File: src/rtl/lzc_pkg.sv
`timescale 1ns/1ps
package lzc_pkg;

  // bit k of the zero run that a leading digit at position i stands for
  function automatic bit enc_sel(int n, int i, int k);
    int run;
    run = n - 1 - i;
    return ((run >> k) & 1) == 1;
  endfunction

  // base index of the upper half of group g for count bit k
  function automatic int red_hi(int k, int g);
    return g * (2 << k) + (1 << k);
  endfunction

  // base index of the lower half of group g for count bit k
  function automatic int red_lo(int k, int g);
    return g * (2 << k);
  endfunction

endpackage

File: src/rtl/lzc_prefix_or.sv
`timescale 1ns/1ps
module lzc_prefix_or #(
  parameter int N = 16
) (
  input  logic [N-1:0] a_in,
  output logic [N-1:0] s_str
);
  assign s_str[N-1] = a_in[N-1];
  for (genvar i = N - 2; i >= 0; i--) begin : g_chain
    assign s_str[i] = s_str[i+1] | a_in[i];
  end
endmodule

File: src/rtl/lzc_lead_onehot.sv
`timescale 1ns/1ps
module lzc_lead_onehot #(
  parameter int N = 16
) (
  input  logic [N-1:0] a_in,
  input  logic [N-1:0] s_str,
  output logic [N-1:0] lead
);
  assign lead[N-1] = s_str[N-1];
  for (genvar i = 0; i < N - 1; i++) begin : g_mark
    assign lead[i] = ~s_str[i+1] & a_in[i];
  end
endmodule

File: src/rtl/lzc_onehot_enc.sv
`timescale 1ns/1ps
module lzc_onehot_enc #(
  parameter  int N  = 16,
  localparam int ZW = $clog2(N)
) (
  input  logic [N-1:0]  lead,
  output logic [ZW-1:0] cnt
);
  for (genvar k = 0; k < ZW; k++) begin : g_bit
    logic [N-1:0] sel;
    for (genvar i = 0; i < N; i++) begin : g_pos
      if (lzc_pkg::enc_sel(N, i, k)) begin : g_on
        assign sel[i] = lead[i];
      end else begin : g_off
        assign sel[i] = 1'b0;
      end
    end
    assign cnt[k] = |sel;
  end
endmodule

File: src/rtl/lzc_reduced.sv
`timescale 1ns/1ps
module lzc_reduced #(
  parameter  int N  = 16,
  localparam int ZW = $clog2(N)
) (
  input  logic [N-1:0]  s_str,
  output logic [ZW-1:0] cnt
);
  for (genvar k = 0; k < ZW; k++) begin : g_bit
    localparam int GROUPS = N >> (k + 1);
    logic [GROUPS-1:0] pair_hit;
    for (genvar g = 0; g < GROUPS; g++) begin : g_grp
      assign pair_hit[g] = ~s_str[lzc_pkg::red_hi(k, g)] & s_str[lzc_pkg::red_lo(k, g)];
    end
    assign cnt[k] = |pair_hit;
  end
endmodule

File: src/rtl/prefix_lzc.sv
`timescale 1ns/1ps
module prefix_lzc #(
  parameter  int N       = 16,
  parameter  bit REG_OUT = 1'b1,
  localparam int ZW      = $clog2(N)
) (
  input  logic          clk,
  input  logic          rst_n,
  input  logic [N-1:0]  operand,
  output logic [ZW-1:0] lz_count,
  output logic [ZW-1:0] lz_count_enc,
  output logic          nonzero,
  output logic          path_mismatch
);
  logic [N-1:0]  s_string;
  logic [N-1:0]  l_word;
  logic [ZW-1:0] cnt_red;
  logic [ZW-1:0] cnt_enc;
  logic          any_c;
  logic          diff_c;

  lzc_prefix_or #(.N(N)) u_prefix (
    .a_in  (operand),
    .s_str (s_string)
  );

  lzc_lead_onehot #(.N(N)) u_lead (
    .a_in  (operand),
    .s_str (s_string),
    .lead  (l_word)
  );

  lzc_onehot_enc #(.N(N)) u_enc (
    .lead (l_word),
    .cnt  (cnt_enc)
  );

  lzc_reduced #(.N(N)) u_red (
    .s_str (s_string),
    .cnt   (cnt_red)
  );

  assign any_c  = s_string[0];
  assign diff_c = (cnt_red != cnt_enc);

  if (REG_OUT) begin : g_reg
    always_ff @(posedge clk or negedge rst_n) begin
      if (!rst_n) begin
        lz_count      <= '0;
        lz_count_enc  <= '0;
        nonzero       <= 1'b0;
        path_mismatch <= 1'b0;
      end else begin
        lz_count      <= cnt_red;
        lz_count_enc  <= cnt_enc;
        nonzero       <= any_c;
        path_mismatch <= diff_c;
      end
    end
  end else begin : g_comb
    assign lz_count      = cnt_red;
    assign lz_count_enc  = cnt_enc;
    assign nonzero       = any_c;
    assign path_mismatch = diff_c;
  end
endmodule

File: config.mk
export PLATFORM = sky130hd
export DESIGN_NAME = prefix_lzc
export DESIGN_NICKNAME = d
export VERILOG_FILES = /design/src/rtl/lzc_pkg.sv /design/src/rtl/lzc_prefix_or.sv /design/src/rtl/lzc_lead_onehot.sv /design/src/rtl/lzc_onehot_enc.sv /design/src/rtl/lzc_reduced.sv /design/src/rtl/prefix_lzc.sv
export SDC_FILE = /design/constraint.sdc
export NUM_CORES = 1
export LEC_CHECK = 0
export BUFFER_PORTS_ARGS = -buffer_cell sky130_fd_sc_hd__buf_2
export CAP_MARGIN = 30
export CORE_AREA = 2 2 39 41
export CTS_CLUSTER_DIAMETER = 50
export DETAILED_ROUTE_END_ITERATION = 16
export DIE_AREA = 0 0 41 43
export PLACE_DENSITY = 0.67
export RECOVER_POWER = 25
export SKIP_LAST_GASP = 1
export SYNTH_ARGS = -nofsm -noshare
export SYNTH_HDL_FRONTEND = slang
export SYNTH_SLANG_ARGS = --single-unit
export TNS_END_PERCENT = 10
File: constraint.sdc
create_clock -name clk -period 0.8 [get_ports clk]
set_input_delay 0.16 -clock clk [delete_from_list [all_inputs] [get_ports clk]]
set_output_delay 0.16 -clock clk [all_outputs]
set_load 0.01 [all_outputs]
==> results.md <==
* Status: finished with violations
* Violated checks: negative setup slack
* Final Hold Slack at 0.1280 ns
* Fraction of registers with async set or reset after synthesis at 100.0%
* Period utilization at 167.8%
* Grt ovf at 0
* Clk slew on worst S/H paths at 0.05 ns
* WL/cell at 9.930 um
* GRT Total Usage at between 10% and 20%
* Compound-Gate Fraction of Synth Area at between 10% and 20%
* Min Clock Period, post-route at 1.342 ns
* Largest net degree at the start of global routing at 10
* #FFs+latches synth at 9
* Synth Cell Area at 461.7 um^2
* RSZ-0062 raised after global routing: true
* Psw at between 0.2 and 0.25 mW
* Vias in the first global route at 507
* Startpoint Class: input pin
* DIE AREA at between 0.0015 and 0.002 mm^2
* Nets@finish at 118
* Row count at 14
* Critical Path End Type: flip-flop
* Synth Flop Type: dfrtp_1
* Clk buf depth at 2
* H-tree levels at 1
* Post-synthesis xor/xnor area fraction at 0%
* Post-synthesis adder-cell area fraction at 0%
* Max Freq at between 700 and 800 MHz
* Min-delay src: operand[1]
* Worst Hold Depth at 3
* Largest family of logic cells by synthesized area: simple AND/OR/NAND/NOR gates
* Final hold violations at 0
* Final WS setup at -0.5420 ns
* # diodes at 0
* Vias at between 500 and 600
* Hold WC Path Type: input pin to flip-flop
* CP required at between 0.9 and 1 ns
* Pwr Total at just over 1 mW
* CTS tree: yes
* Residual DRC at 0
* Die height at ~43 um
* CP arrival at 1.49 ns
* Drt total wl at 1142 um
* Pwr dens at ~1200 mW/mm^2
* Initial core utilization at 33.36%
* Final Max Tran Viols at 0
* Drt first pass iters at 3
* Pint at 0.7889 mW
* Clock power frac at between 30% and 40%
* Root buf cell: clkbuf_4
* Area leader, netlist: dfrtp_1
* CTS sink cnt at 9
* Switching share of power at ~23%
* Ys Warns at 0
* Synthesized Nets at 65
* Placeable Area at 0.001384 mm^2
* Mapped Cells at 47
* DP Wirelength at roughly 990 um
* Most frequent cells in the layout: buf_2 (25), buf_4 (21), dfrtp_1 (9)
* Post-route ant nets at 0
* CTS buffer count at 3
* CP startpoint: operand[8]
* Vias per cell at roughly 4.7
* Post-synthesis mux area share at 0%
* Max-Cap Viols at 0
* Syn_area_per_cell at 9.823 um^2
* Synth top area share at between 40% and 50%
* Most common cell after layout, fill and taps aside: buf_2
* Seq/Total Area, Yosys at approximately 49%
* Crit-path max FO at 3
* Peak supply drop at about 450 uV
* 1st-iter DRT viols at 3
* # port buffers at 27
* Share of layout cells above drive strength 1 at 58.59%
* Simple-gate share of the synthesized area at between 20% and 30%
* EDFF count, synth at 0
* Comb pwr share at between 20 and 25%
* Synth-to-Final Area Change at 79.13%
* First-pass GRT wire length at between 1500 and 2000 um
* Post-synthesis cell type count at 22
* LEAKAGE at approximately 0.43 nW
* Ranking of synthesized cells by area: dfrtp_1 (49%), or4_4 (4.9%), o311a_1 (4.3%)
* Final setup viols at 18
* Kind of critical path: input pin to flip-flop
* Initial antenna violation count at 0
* Place WS at -0.8815 ns
* Die width at approximately 41 um
* Reg power frac at between 40% and 50%
* I/O pin total at 28
* GPL Wtd Cong at around 0.7
==> critical path: stages <==
cell and delay (ns):
buf_6 0.09, or4_4 0.52, or4_4 0.51, o311ai_2 0.21
==> logic make-up (layout without fill, tap and decap cells) <==
kind of cell | count (synthesis) | count (layout)
AOI/OAI and AO/OA | 11 | 11
other | 1 | 1
and+or+nand+nor | 22 | 22
buffers and inverters | 4 | 56
DFF | 9 | 9
==> power by group through the flow <==
stage	sequential, mW	combinational, mW	clock (mW)
finish	0.473	0.229	0.318
global route	0.474	0.257	0.360
CTS	0.473	0.228	0.334
detailed placement	0.481	0.216	0
global placement	0.481	0.212	0
floorplan	0.491	0.0539	0
==> Yosys cell counts (all sizes together) (2+ instances only) <==
library cell,number
dfrtp,9
nor2,5
or4,4
a21oi,3
inv,3
nor4,3
and2,2
nand2,2
o211ai,2
o311a,2
or2,2
==> path summary, 6_finish.rpt <==
path                       slack [ns]                   endpoint
setup / recovery                -0.54  lz_count_enc[0]$_DFF_PN0_
hold / removal                   0.13          nonzero$_DFF_PN0_
max in group asynchronous        0.32      lz_count[2]$_DFF_PN0_
min in group asynchronous        0.29          nonzero$_DFF_PN0_
==> registers in the layout, indices dropped and copies added (netlist names) <==
| register | flops |
|---|---|
| lz_count | 3 |
| path_mismatch | 1 |
| nonzero | 1 |
| lz_count_enc | 4 |
==> routing by layer <==
layer / global-route usage, % / vias up / routed length, um
met3: 1.571 / 0 / 127
met2: 26.25 / 28 / 558
met4: 6.000 / 0 / 0
met5: 0 / - / 0
met1: 18.24 / 238 / 456
li1: - / 279 / -
==> through the flow <==
step	setup TNS, ns	util, %	std cells	cell area (um^2)
6_report	-4.495	59.76	115	827.0
3_3_place_gp	-5.743	54.88	109	759.5
4_1_cts	-4.680	58.95	114	815.8
2_1_floorplan	-3.936	-	47	461.7
5_1_grt	-5.119	59.76	115	827.0
3_5_place_dp	-5.786	54.88	109	759.5
==> layout make-up <==
cell class	count	area, um^2
clock buffers	4	26.28
fillers	124	556.8
inverters	3	11.26
multi-input cells	34	235.2
flip-flops and latches	9	225.2
well taps	16	20.02
repair buffers	49	309.0
==> timing repair <==
| action | 4_1_cts | 5_1_grt |
|---|---|---|
| hold buffers | 1 | 0 |
| buffers inserted | 0 | 1 |
| endpoints found under the hold margin | 9 | 0 |
| setup endpoints to repair | 18 | 18 |
| pin swaps | 3 | 5 |
| gates resized for setup | 3 | 1 |
Power figures use the tool's default switching activity.
